`src/rtl/flash_probe_pkg.sv`:
```
package flash_probe_pkg;
  localparam int PCNT_W  = 14;
  localparam int PSIZE_W = 11;
  localparam int SHIFT_W = 4;

  typedef struct packed {
    logic [PCNT_W-1:0]  pcnt;
    logic [PSIZE_W-1:0] psize;
    logic [SHIFT_W-1:0] shift;
  } geo_t;

  typedef enum logic [3:0] {
    S_IDLE, S_ID_OP, S_ID_MFR, S_ID_HI, S_ID_LO, S_EVAL,
    S_GAP, S_ST_OP, S_ST_RD, S_FINAL, S_DONE
  } probe_state_t;
endpackage

```
`src/rtl/fp_spi_shifter.sv`:
```
module fp_spi_shifter #(
  parameter int CLK_DIV = 4
) (
  input  logic       clk,
  input  logic       rst,
  input  logic       go,
  input  logic [7:0] tx_byte,
  output logic [7:0] rx_byte,
  output logic       done,
  output logic       sclk,
  output logic       mosi,
  input  logic       miso
);
  localparam int DIV_W = (CLK_DIV > 1) ? $clog2(CLK_DIV) : 1;
  localparam logic [DIV_W-1:0] DIV_LAST = DIV_W'(CLK_DIV - 1);

  logic             busy;
  logic [DIV_W-1:0] div_cnt;
  logic [3:0]       edge_cnt;
  logic [7:0]       tx_sh;
  logic [7:0]       rx_sh;

  assign mosi    = tx_sh[7];
  assign rx_byte = rx_sh;

  always_ff @(posedge clk) begin
    if (rst) begin
      busy     <= 1'b0;
      div_cnt  <= '0;
      edge_cnt <= '0;
      tx_sh    <= '0;
      rx_sh    <= '0;
      sclk     <= 1'b0;
      done     <= 1'b0;
    end else begin
      done <= 1'b0;
      if (!busy) begin
        if (go) begin
          busy     <= 1'b1;
          tx_sh    <= tx_byte;
          div_cnt  <= '0;
          edge_cnt <= '0;
          sclk     <= 1'b0;
        end
      end else if (div_cnt == DIV_LAST) begin
        div_cnt <= '0;
        sclk    <= ~sclk;
        if (!sclk) rx_sh <= {rx_sh[6:0], miso};
        else       tx_sh <= {tx_sh[6:0], 1'b0};
        edge_cnt <= edge_cnt + 4'd1;
        if (edge_cnt == 4'd15) begin
          busy <= 1'b0;
          done <= 1'b1;
        end
      end else begin
        div_cnt <= div_cnt + DIV_W'(1);
      end
    end
  end
endmodule

```
`src/rtl/fp_geo_decode.sv`:
```
module fp_geo_decode
  import flash_probe_pkg::*;
(
  input  logic        legacy,
  input  logic [15:0] dev_id,
  input  logic [7:0]  status,
  output logic        hit,
  output logic        dual,
  output geo_t        geo
);
  logic [PCNT_W-1:0]  cnt;
  logic [SHIFT_W-1:0] ext_shift;
  logic [PSIZE_W-1:0] pow2_part, tail_part;

  always_comb begin
    hit       = 1'b0;
    dual      = 1'b0;
    cnt       = '0;
    ext_shift = '0;
    if (legacy) begin
      if (status != 8'h00 && status != 8'hFF) begin
        case (status & 8'h3C)
          8'h0C: begin hit = 1'b1; cnt = PCNT_W'(512);  ext_shift = 4'd9;  end
          8'h14: begin hit = 1'b1; cnt = PCNT_W'(1024); ext_shift = 4'd9;  end
          8'h1C: begin hit = 1'b1; cnt = PCNT_W'(2048); ext_shift = 4'd9;  end
          8'h24: begin hit = 1'b1; cnt = PCNT_W'(4096); ext_shift = 4'd9;  end
          8'h2C: begin hit = 1'b1; cnt = PCNT_W'(4096); ext_shift = 4'd10; end
          8'h34: begin hit = 1'b1; cnt = PCNT_W'(8192); ext_shift = 4'd10; end
          8'h38, 8'h3C: begin hit = 1'b1; cnt = PCNT_W'(8192); ext_shift = 4'd11; end
          default: hit = 1'b0;
        endcase
      end
    end else begin
      case (dev_id)
        16'h2200: begin hit = 1'b1; dual = 1'b1; cnt = PCNT_W'(512);  ext_shift = 4'd9;  end
        16'h2300: begin hit = 1'b1; dual = 1'b1; cnt = PCNT_W'(1024); ext_shift = 4'd9;  end
        16'h2400: begin hit = 1'b1; dual = 1'b1; cnt = PCNT_W'(2048); ext_shift = 4'd9;  end
        16'h2500: begin hit = 1'b1; dual = 1'b1; cnt = PCNT_W'(4096); ext_shift = 4'd9;  end
        16'h2600: begin hit = 1'b1; dual = 1'b1; cnt = PCNT_W'(4096); ext_shift = 4'd10; end
        16'h2700: begin hit = 1'b1; dual = 1'b0; cnt = PCNT_W'(8192); ext_shift = 4'd10; end
        16'h2701: begin hit = 1'b1; dual = 1'b1; cnt = PCNT_W'(8192); ext_shift = 4'd10; end
        16'h2800: begin hit = 1'b1; dual = 1'b1; cnt = PCNT_W'(8192); ext_shift = 4'd11; end
        default:  hit = 1'b0;
      endcase
    end
  end

  // Extended size = 2^(s-1) + 2^(s-6); binary size = 2^(s-1) with shift s-1.
  assign pow2_part = PSIZE_W'(1) << (ext_shift - SHIFT_W'(1));
  assign tail_part = PSIZE_W'(1) << (ext_shift - SHIFT_W'(6));

  always_comb begin
    geo = '0;
    if (hit) begin
      geo.pcnt = cnt;
      if (dual && status[0]) begin
        geo.psize = pow2_part;
        geo.shift = ext_shift - SHIFT_W'(1);
      end else begin
        geo.psize = pow2_part + tail_part;
        geo.shift = ext_shift;
      end
    end
  end
endmodule

```
`src/rtl/fp_probe_fsm.sv`:
```
module fp_probe_fsm
  import flash_probe_pkg::*;
#(
  parameter logic [7:0] MFR_CODE   = 8'h1F,
  parameter logic [7:0] CMD_ID     = 8'h9F,
  parameter logic [7:0] CMD_STATUS = 8'hD7
) (
  input  logic        clk,
  input  logic        rst,
  input  logic        start,
  input  logic        sh_done,
  input  logic [7:0]  sh_rx,
  output logic        sh_go,
  output logic [7:0]  sh_tx,
  output logic        cs_n,
  output logic        legacy,
  output logic [15:0] dev_id,
  output logic [7:0]  status,
  input  logic        hit,
  input  logic        dual,
  input  geo_t        geo,
  output geo_t        geo_out,
  output logic        valid,
  output logic        unsup
);
  probe_state_t st;
  logic [7:0]   mfr_q;

  assign legacy = (mfr_q != MFR_CODE);

  always_ff @(posedge clk) begin
    if (rst) begin
      st      <= S_IDLE;
      sh_go   <= 1'b0;
      sh_tx   <= '0;
      cs_n    <= 1'b1;
      mfr_q   <= '0;
      dev_id  <= '0;
      status  <= '0;
      geo_out <= '0;
      valid   <= 1'b0;
      unsup   <= 1'b0;
    end else begin
      sh_go <= 1'b0;
      case (st)
        S_IDLE: if (start) begin
          cs_n <= 1'b0; sh_go <= 1'b1; sh_tx <= CMD_ID; st <= S_ID_OP;
        end
        S_ID_OP: if (sh_done) begin
          sh_go <= 1'b1; sh_tx <= 8'h00; st <= S_ID_MFR;
        end
        S_ID_MFR: if (sh_done) begin
          mfr_q <= sh_rx; sh_go <= 1'b1; st <= S_ID_HI;
        end
        S_ID_HI: if (sh_done) begin
          dev_id[15:8] <= sh_rx; sh_go <= 1'b1; st <= S_ID_LO;
        end
        S_ID_LO: if (sh_done) begin
          dev_id[7:0] <= sh_rx; cs_n <= 1'b1; st <= S_EVAL;
        end
        S_EVAL: begin
          if (legacy || (hit && dual)) begin
            st <= S_GAP;
          end else if (hit) begin
            geo_out <= geo; valid <= 1'b1; st <= S_DONE;
          end else begin
            unsup <= 1'b1; st <= S_DONE;
          end
        end
        S_GAP: begin
          cs_n <= 1'b0; sh_go <= 1'b1; sh_tx <= CMD_STATUS; st <= S_ST_OP;
        end
        S_ST_OP: if (sh_done) begin
          sh_go <= 1'b1; sh_tx <= 8'h00; st <= S_ST_RD;
        end
        S_ST_RD: if (sh_done) begin
          status <= sh_rx; cs_n <= 1'b1; st <= S_FINAL;
        end
        S_FINAL: begin
          if (hit) begin
            geo_out <= geo; valid <= 1'b1;
          end else begin
            unsup <= 1'b1;
          end
          st <= S_DONE;
        end
        S_DONE: st <= S_DONE;
        default: st <= S_IDLE;
      endcase
    end
  end
endmodule

```
`src/rtl/flash_geom_probe.sv`:
```
module flash_geom_probe
  import flash_probe_pkg::*;
#(
  parameter int         CLK_DIV    = 4,
  parameter logic [7:0] MFR_CODE   = 8'h1F,
  parameter logic [7:0] CMD_ID     = 8'h9F,
  parameter logic [7:0] CMD_STATUS = 8'hD7
) (
  input  logic               clk,
  input  logic               rst,
  input  logic               start,
  output logic               flash_sclk,
  output logic               flash_cs_n,
  output logic               flash_mosi,
  input  logic               flash_miso,
  output logic [PCNT_W-1:0]  page_count,
  output logic [PSIZE_W-1:0] page_size,
  output logic [SHIFT_W-1:0] page_shift,
  output logic               geo_valid,
  output logic               geo_unsupported
);
  logic        sh_go, sh_done, legacy, hit, dual;
  logic [7:0]  sh_tx, sh_rx, status;
  logic [15:0] dev_id;
  geo_t        geo, geo_out;

  fp_spi_shifter #(.CLK_DIV(CLK_DIV)) u_shift (
    .clk(clk), .rst(rst), .go(sh_go), .tx_byte(sh_tx), .rx_byte(sh_rx),
    .done(sh_done), .sclk(flash_sclk), .mosi(flash_mosi), .miso(flash_miso)
  );

  fp_geo_decode u_dec (
    .legacy(legacy), .dev_id(dev_id), .status(status),
    .hit(hit), .dual(dual), .geo(geo)
  );

  fp_probe_fsm #(.MFR_CODE(MFR_CODE), .CMD_ID(CMD_ID), .CMD_STATUS(CMD_STATUS)) u_fsm (
    .clk(clk), .rst(rst), .start(start), .sh_done(sh_done), .sh_rx(sh_rx),
    .sh_go(sh_go), .sh_tx(sh_tx), .cs_n(flash_cs_n), .legacy(legacy),
    .dev_id(dev_id), .status(status), .hit(hit), .dual(dual), .geo(geo),
    .geo_out(geo_out), .valid(geo_valid), .unsup(geo_unsupported)
  );

  assign page_count = geo_out.pcnt;
  assign page_size  = geo_out.psize;
  assign page_shift = geo_out.shift;
endmodule

```
`config.mk`:
```
export PLATFORM = sky130hd
export DESIGN_NAME = flash_geom_probe
export DESIGN_NICKNAME = d
export VERILOG_FILES = /design/src/rtl/flash_probe_pkg.sv /design/src/rtl/fp_spi_shifter.sv /design/src/rtl/fp_geo_decode.sv /design/src/rtl/fp_probe_fsm.sv /design/src/rtl/flash_geom_probe.sv
export SDC_FILE = /design/constraint.sdc
export NUM_CORES = 1
export LEC_CHECK = 0
export BUFFER_PORTS_ARGS = -buffer_cell sky130_fd_sc_hd__buf_2
export CAP_MARGIN = 10
export CORE_MARGIN = 1
export CORE_UTILIZATION = 32
export DETAILED_ROUTE_END_ITERATION = 6
export PLACE_DENSITY = 0.55
export SYNTH_ARGS = -nofsm -noshare
export SYNTH_HDL_FRONTEND = slang
export SYNTH_SLANG_ARGS = --single-unit
```
`constraint.sdc`:
```
create_clock -name clk -period 5.2 [get_ports clk]
set_input_delay 0.26 -clock clk [delete_from_list [all_inputs] [get_ports clk]]
set_output_delay 0.26 -clock clk [all_outputs]
set_load 0.005 [all_outputs]
```
==> impl_metrics.ini, run 1 <==
[run_status]
status = finished, final reports clean

[logic_synthesis]
syn_inst = 570
netlist_area_um2 = 4770
ys_ff_latch = 88
syn_area_per_cell_um2 = 8.37
synth.distinct_cells = 66
ys_warn_count = 0
synth-seq-area-share_pct = 36.9
synth_edf_count = 0
async_reset_ff_share_pct = 0
ys.flop_type = dfxtp_1

[worst_setup_path]
critPathCaptureType = flip-flop
worstPathMaxFanout = 8
path_class = flip-flop to flip-flop
cp.required_ns = 5.39
critPathArrivalTime_ns = 4.91
critPathLaunchType = flip-flop

[clocking]
htreeDepth = 3
postCtsSetupBuffers = 0
clk_latency_ns = 0.34
cts_buffers = 9
ctsResizeCount = 0
cts_sinks = 88
path_clk_slew_ns = 0.06
cts_hold_buf = 0
cts_tree = built
clockBufferDepth = 2
clockRootBuffer = clkbuf_16

[finish]
layout.nets = 606
drive_above_1_share_pct = 12.2
fin_cells = 772
register_area_um2 = 1760
nFillCells = 1520
diodes = 0
multi_input_area_um2 = 2810
syn2layout_area_growth_pct = 11.1

[routing]
drt_iter0_drc = 214
route.detailed.drc = 0
viasPerCell = 5.18
vias = 3997
drt_first_pass_iters = 6
routedWlPerCell_um = 14.3
ant_nets = 0
wl_um = 11100

[sta]
tns_ns = 0
period_share_pct = 90.8
hold_viol = 0
fmax_ghz = 0.212
tightest_slew_ns = 0.969
setup_viol = 0
rsz0062_at_grt = no
slew_violations = 0
min_period_ns = 4.72
fin_worst_skew_ns = 0.00360
maxSlewHeadroom_pct = 35.2
holdWs_ns = 0.155

[pwr]
leakage_uw = 0.00215
power_uw = 1350
ir_drop_mv = 0.188
p_per_area_nw_per_um2 = 254

[floorplanning]
ios = 38
dieArea_um2 = 15400
dieHeight_um = 124
start_util_pct = 32.8
dieWidth_um = 124
num_rows = 44
core_area_um2 = 14500

[global_routing]
antenna_found_initial = 0
grt_util_all_layers_pct = 15.2
grt.overflow.total = 0
grt_pass1_vias = 3622
grt_pass1_wl_um = 18100
grt_max_degree = 88

[placed_design]
dpl.cell_count = 756
routabilityCongestion = 0.805
io_buffer_count = 28
dpl.hpwl_um = 7990

[worst_hold_path]
hold_class = input pin to flip-flop

[flow_run]
maxCapViolCount = 0
metrics by stage:
stage	setup slack (ns)	area (um2)	utilization (%)
after detailed placement	0.427	5010	34.5
after global routing	0.0990	5300	36.5
final	0.481	5300	36.5
after floorplan	0.674	4800	-
after global placement	0.586	5010	34.5
after CTS	0.392	5300	36.4
path summary, 6_finish.rpt:
kind | start | endpoint | slack, ns | cells past startpoint
setup / recovery | u_fsm.mfr_q[7] | u_fsm.geo_out[14] | 0.48 | 19
hold / removal | flash_miso | u_shift.rx_byte[0] | 0.16 | 3
setup reg to reg | u_fsm.mfr_q[7] | u_fsm.geo_out[14] | 0.48 | 19
hold reg to reg | u_fsm.valid | u_fsm.valid | 0.47 | 2
synth_stat cells (6+ instances only):
cell type | number | area, um2
buf_4 | 12 | 90.1
nand3_1 | 12 | 60.1
nand2_1 | 49 | 184
ha_1 | 18 | 225
o211ai_1 | 7 | 52.6
a311oi_1 | 6 | 52.6
inv_1 | 11 | 41.3
dfxtp_1 | 88 | 1760
and3_1 | 9 | 56.3
a21oi_1 | 39 | 195
xnor2_1 | 10 | 87.6
nor2b_1 | 10 | 62.6
nor3_1 | 11 | 55.1
a211oi_1 | 6 | 45.0
o21ai_0 | 17 | 85.1
a31oi_1 | 6 | 37.5
clkbuf_1 | 24 | 90.1
and2_1 | 11 | 68.8
mux2i_1 | 36 | 360
nor2_1 | 99 | 372
cells by family after synthesis:
kind of cell	after synthesis	share of synthesized area, %
flops	88	36.9
simple gates	243	25.1
compound gates	120	17.9
xor+xnor	12	2.20
mux	36	7.56
fa+ha+maj	19	5.14
other cells	1	0.0786
buf+inv	51	5.01
critical path, cell delays in order, from the launching register on:
cell,delay (ns)
dfxtp_1,0.31
nand4b_1,0.19
or4_1,0.60
a21o_1,0.25
o21ai_4,0.30
ha_1,0.34
inv_1,0.12
a21oi_2,0.27
or2_1,0.26
and2_1,0.15
ha_1,0.16
inv_1,0.06
fa_1,0.40
nor2b_1,0.19
o2111ai_1,0.17
a31oi_1,0.25
nand3_1,0.11
a21oi_1,0.17
xnor2_1,0.16
a211oi_2,0.09
cells in the final DEF, fill, tap and decap left out, types with 4 or more instances in the layout:
cell type,count
clkbuf_16,9
a31oi_1,6
nor3b_1,5
a22oi_1,5
nand4_1,5
or3_1,4
a211oi_1,6
nor2b_1,10
dfxtp_1,88
o211ai_1,7
and2_1,11
mux2i_1,36
nand2_1,49
nand3_1,12
nor2_1,99
nand2b_1,4
and3_1,9
a21oi_1,39
conb_1,9
ha_1,18
buf_4,5
o21ai_0,17
inv_1,11
buf_2,28
a311oi_1,6
xnor2_1,10
nor3_1,11
a311oi_2,4
a32oi_1,5
area by class of cell:
class	instances	area share [%]
Tap cell	184	4.34
Timing Repair Buffer	33	3.35
Clock inverter	6	0.802
Sequential cell	88	33.2
Inverter	12	0.850
Multi-Input combinational cell	439	52.9
Clock buffer	10	4.51
report_power, final:
| group | internal [uW] | switching [uW] | total (uW) |
|---|---|---|---|
| Combinational | 12.6 | 26.5 | 39.1 |
| Sequential | 681 | 9.34 | 691 |
| Clock | 338 | 279 | 617 |
flip-flops by register name, summed over array words and instances, names as in the netlist:
name / cells
u_fsm.dev_id: 16
u_shift.tx_sh: 8
u_fsm.geo_out: 20
u_shift.done: 1
u_fsm.sh_go: 1
u_shift.sclk: 1
u_fsm.mfr_q: 8
u_fsm.cs_n: 1
u_fsm.unsup: 1
u_fsm.status: 8
u_shift.edge_cnt: 4
u_fsm.sh_tx: 3
u_fsm.valid: 1
u_shift.div_cnt: 2
u_shift.busy: 1
u_shift.rx_byte: 8
u_fsm.st: 4
layer usage:
metal	global-route usage, %	wire [um]
met1	19.2	5150
met2	24.8	5290
met3	3.75	354
met4	6.18	261
met5	0	0
No activity file was read; power rests on OpenSTA's default activity.
==> run 2: changes to the inputs <==
CTS_BUF_LIST = sky130_fd_sc_hd__clkbuf_4 sky130_fd_sc_hd__clkbuf_8   (was unset)
REMOVE_ABC_BUFFERS = 1   (was unset)
==> impl_metrics.ini, run 2 (synthesis gave the netlist of run 1 again) <==
[worst_setup_path]
rr_worst_depth = 19
critPathArrivalTime_ns = 5.11
cp.required_ns = 5.41
r2r_end = u_fsm.geo_out[14]
reg2reg_slack_ns = 0.30
slowest_delay_ns = 0.59
crit_family = simple AND/OR/NAND/NOR gates
critPathLaunchType = flip-flop
worst-path-buf-inv = 2
path_cells = nand4b_1 -> or4_1 -> a21o_1 -> o21ai_4 -> ha_1 -> inv_1 -> a21oi_2 -> or2_0 -> and2_1 -> ha_1 -> inv_1 -> fa_1 -> nor2b_1 -> o2111ai_1 -> a31oi_1 -> nand3_1 -> a21oi_1 -> xnor2_1 -> a211oi_2
worstPathMaxFanout = 8
path_class = flip-flop to flip-flop
rr_startpoint = u_fsm.mfr_q[7]
cp_slowest_cell = or4_1
critPathCaptureType = flip-flop

[placed_design]
dpl.cell_count = 756
routabilityCongestion = 0.805
io_buffer_count = 28
dpl.hpwl_um = 7850

[sta]
maxSlewHeadroom_pct = 35.5
holdWs_ns = 0.141
slew_violations = 0
fmax_ghz = 0.204
min_period_ns = 4.90
setup_viol = 0
tightest_slew_ns = 0.968
hold_viol = 0
tns_ns = 0
rsz0062_at_grt = no
fin_worst_skew_ns = 0.00958
period_share_pct = 94.3

[run_status]
status = finished, final reports clean

[clocking]
cts_tree = built
ctsResizeCount = 0
cts_sinks = 88
clockBufferDepth = 2
htreeDepth = 3
postCtsSetupBuffers = 0
path_clk_slew_ns = 0.09
clockRootBuffer = clkbuf_8
cts_buffers = 9
clk_latency_ns = 0.36
cts_hold_buf = 0

[finish]
mostFrequentLayoutCell = nor2_1
fin_cells = 772
final_cell_mix = nor2_1 (99), dfxtp_1 (88), nand2_1 (49)
drive_above_1_share_pct = 12.1
fin_util_pct = 35.8
largest_reg_flops = 20
regMostFlops = u_fsm.geo_out
reg_top3 = u_fsm.geo_out: 20 flops, u_fsm.dev_id: 16 flops
diodes = 0
syn2layout_area_growth_pct = 9.10
layout.nets = 606

[routing]
vias = 4016
drt_first_pass_iters = 4
viasPerCell = 5.20
routedWlPerCell_um = 14.4
wl_um = 11100
route.detailed.drc = 0
drt_iter0_drc = 328
ant_nets = 0

[global_routing]
grt.overflow.total = 0
grt_pass1_wl_um = 18200
grt_util_all_layers_pct = 15.1
grt_pass1_vias = 3716
antenna_found_initial = 0
grt_max_degree = 88

[pwr]
swShare_pct = 23.6
p_switching_uw = 281
power_uw = 1190
p_clk_share_pct = 38.6
pwr-share-seq_pct = 58.1
ir_drop_mv = 0.169
p_int_uw = 906
leakage_uw = 0.00210
power_frac_comb_pct = 3.3
p_per_area_nw_per_um2 = 228

[worst_hold_path]
holdPathEnd = u_shift.rx_byte[0]
hold_depth = 3
hold_class = input pin to flip-flop
min_from = flash_miso

[flow_run]
maxCapViolCount = 0

[floorplanning]
core_area_um2 = 14500
dieHeight_um = 124
ios = 38
dieWidth_um = 124
num_rows = 44
start_util_pct = 32.8
dieArea_um2 = 15400
## run 2: worst max-delay path by stage
stage | from | endpoint | slack, ns | cells past startpoint
global placement | u_fsm.mfr_q[7] | u_fsm.geo_out[14] | 0.55 | 19
global route | u_fsm.mfr_q[7] | u_fsm.geo_out[14] | 0.02 | 19
finish | u_fsm.mfr_q[7] | u_fsm.geo_out[14] | 0.30 | 19
CTS | u_fsm.mfr_q[7] | u_fsm.geo_out[14] | 0.37 | 19
floorplan | u_fsm.dev_id[3] | u_fsm.geo_out[14] | 0.63 | 19
detailed placement | u_fsm.mfr_q[7] | u_fsm.geo_out[14] | 0.40 | 19
## run 2: routing by layer
| metal | routed length [um] | GRT usage, % |
|---|---|---|
| met5 | 0 | 0 |
| met4 | 117 | 4.32 |
| met3 | 394 | 3.21 |
| met2 | 5210 | 25.8 |
| met1 | 5350 | 19.0 |
## run 2: per-stage QoR
| step | instance area [um2] | worst slack, ns |
|---|---|---|
| 6_report | 5200 | 0.297 |
| 5_1_grt | 5200 | 0.0189 |
| 4_1_cts | 5200 | 0.373 |
| 3_5_place_dp | 5010 | 0.403 |
| 3_3_place_gp | 5010 | 0.553 |
| 2_1_floorplan | 4610 | 0.628 |
## run 2: area by class of cell
class                           count  area (um2)
Clock buffer                       13         166
Clock inverter                      3        23.8
Fill cell                        1527        9330
Inverter                           12        45.0
Multi-Input combinational cell    439        2800
Sequential cell                    88        1760
Tap cell                          184         230
Timing Repair Buffer               33         178
## run 2: worst reg2reg max path: stages, from the launching register on
cell       delay [ns]
dfxtp_1          0.31
nand4b_1         0.19
or4_1            0.59
a21o_1           0.25
o21ai_4          0.31
ha_1             0.36
inv_1            0.13
a21oi_2          0.30
or2_0            0.37
and2_1           0.18
ha_1             0.17
inv_1            0.06
fa_1             0.39
nor2b_1          0.18
o2111ai_1        0.16
a31oi_1          0.28
nand3_1          0.11
a21oi_1          0.17
xnor2_1          0.16
a211oi_2         0.09
## run 2: power by group through the flow
stage               Sequential (uW)  Clock [uW]  Combinational [uW]
CTS                             689         477                39.0
finish                          689         458                39.0
global route                    691         497                45.1
detailed placement              705           0                38.9
floorplan                       703           0                21.6
global placement                705           0                38.4
==> run 3: changes to the inputs <==
ABC_AREA = 1   (was unset)
SYNTH_HIERARCHICAL = 1   (was unset)
==> impl_metrics.ini, run 3 <==
[worst_setup_path]
cp_slowest_cell = inv_1
path_class = flip-flop to flip-flop
critPathArrivalTime_ns = 4.65
slowest_delay_ns = 0.50
cp_common_cell = nand2_1
worstPathMaxFanout = 16
critPathCaptureType = flip-flop
crit_family = simple AND/OR/NAND/NOR gates
cp.required_ns = 5.48
critPathLaunchType = flip-flop
worst-path-buf-inv = 5

[clocking]
postCtsSetupBuffers = 0
ctsResizeCount = 0
clockRootBuffer = clkbuf_8
clk_latency_ns = 0.39
path_clk_slew_ns = 0.10
cts_buffers = 9
cts_tree = built
cts_sinks = 97
htreeDepth = 3
cts_hold_buf = 0
clockBufferDepth = 2

[global_routing]
grt.overflow.total = 0
grt_util_all_layers_pct = 15.3
grt_max_degree = 60
antenna_found_initial = 0
grt_pass1_wl_um = 22800
grt_pass1_vias = 4793

[sta]
slew_violations = 0
maxSlewHeadroom_pct = 49.3
tns_ns = 0
layout_setup_ws_ns = 0.833
hold_viol = 0
fin_worst_skew_ns = 0.0129
rsz0062_at_grt = no
setup_viol = 0
period_share_pct = 84.0
tightest_slew_ns = 0.759
fmax_ghz = 0.229
min_period_ns = 4.37

[logic_synthesis]
ys_ff_latch = 97
syn_area_per_cell_um2 = 6.31
ys.flop_type = dfxtp_1
yosys.area.top_type = dfxtp_1
netlist_area_um2 = 5870
synth_area_leaders = dfxtp_1 (33%), nand2_1 (16%), nor2_1 (11%), inv_1 (7.7%), a21oi_1 (4.9%)
yosys.area.top_type_share_pct = 33.1
yosys-top-cells-count = nand2_1 (243), nor2_1 (178), inv_1 (120)
ys_warn_count = 6
post-synth-top-count-cell = nand2_1
syn_inst = 930
synth-seq-area-share_pct = 33.1
synth_edf_count = 0
async_reset_ff_share_pct = 0
synth.distinct_cells = 45

[run_status]
status = finished, final reports clean

[pwr]
p_int_uw = 1150
power_uw = 1710
swShare_pct = 33.0
ir_drop_mv = 0.243
leakage_uw = 0.00318
power_frac_comb_pct = 20.5
p_per_area_nw_per_um2 = 272
p_clk_share_pct = 30.3
pwr-share-seq_pct = 49.2
p_switching_uw = 565

[routing]
ant_nets = 0
drt_iter0_drc = 316
route.detailed.drc = 0
routedWlPerCell_um = 11.6
vias = 5315
drt_first_pass_iters = 4
viasPerCell = 4.52
wl_um = 13600

[finish]
regMostFlops = u_fsm/geo_out
largest_reg_flops = 29
nFillCells = 2028
mostFrequentLayoutCell = nand2_1
drive_above_1_share_pct = 9.39
reg_top3 = u_fsm/geo_out: 29 flops, u_fsm/dev_id: 16 flops
fin_util_pct = 35.0
layout.nets = 969
fin_cells = 1177
diodes = 0
final_cell_mix = nand2_1 (243), nor2_1 (178), inv_1 (120)
syn2layout_area_growth_pct = 7.18

[placed_design]
routabilityCongestion = 0.913
place_ws_ns = 0.899
dpl.hpwl_um = 9670
dpl.cell_count = 1162
io_buffer_count = 37

[floorplanning]
num_rows = 49
dieWidth_um = 137
start_util_pct = 32.7
core_area_um2 = 18000
dieArea_um2 = 18900
dieHeight_um = 137
ios = 38

[worst_hold_path]
hold_class = input pin to flip-flop

[flow_run]
maxCapViolCount = 0
-- run 3: area by class of cell --
cell class	count	area, um2	area share [%]
clock buffers	10	131	2.09
clock inverters	5	63.8	1.01
inverters	128	485	7.71
multi-input cells	669	3180	50.6
flip-flops and latches	97	1940	30.9
well taps	229	287	4.55
repair buffers	39	200	3.18
-- run 3: cell families after synthesis --
family	share of synthesized area, %
AO/OA/AOI/OAI	10.5
XOR/XNOR	1.19
adder cells (fa/ha/maj)	4.60
buffers and inverters	13.3
flip-flops	33.1
multiplexers	0.192
other	0.128
AND/OR/NAND/NOR	37.1
-- run 3: metrics by stage --
| step | hold WS [ns] | cell area, um2 |
|---|---|---|
| after floorplan | 0.322 | 5610 |
| final | 0.0943 | 6290 |
| after detailed placement | 0.440 | 6100 |
| after CTS | 0.0677 | 6290 |
| after global routing | 0.0989 | 6290 |
| after global placement | 0.435 | 6100 |
-- run 3: worst paths after layout --
kind	start	cells after the start	slack, ns	endpoint
worst max-delay path	u_fsm/mfr_q[4]	27	0.83	u_fsm/geo_out[12]
worst min-delay path	flash_miso	3	0.09	u_shift/rx_byte[0]
worst max register to register	u_fsm/mfr_q[4]	27	0.83	u_fsm/geo_out[12]
worst min register to register	u_fsm/dev_id[13]	2	0.45	u_fsm/dev_id[13]
-- run 3: worst min-delay path, cell delays in order --
cell	delay, ns
buf_2	0.07
nor2_1	0.04
nor2_1	0.08
-- run 3: power by group through the flow --
stage | clock, uW | sequential, uW | combinational, uW
floorplan | 0 | 851 | 281
global placement | 0 | 860 | 355
detailed placement | 0 | 859 | 353
CTS | 548 | 842 | 354
global route | 577 | 851 | 407
finish | 519 | 843 | 352
-- run 3: layer usage --
| layer | GRT usage, % | routed length (um) | vias up |
|---|---|---|---|
| li1 | - | - | 2874 |
| met1 | 18.6 | 6390 | 2352 |
| met2 | 26.4 | 6460 | 75 |
| met3 | 3.53 | 590 | 14 |
| met4 | 4.82 | 190 | 0 |
| met5 | 0 | 0 | - |
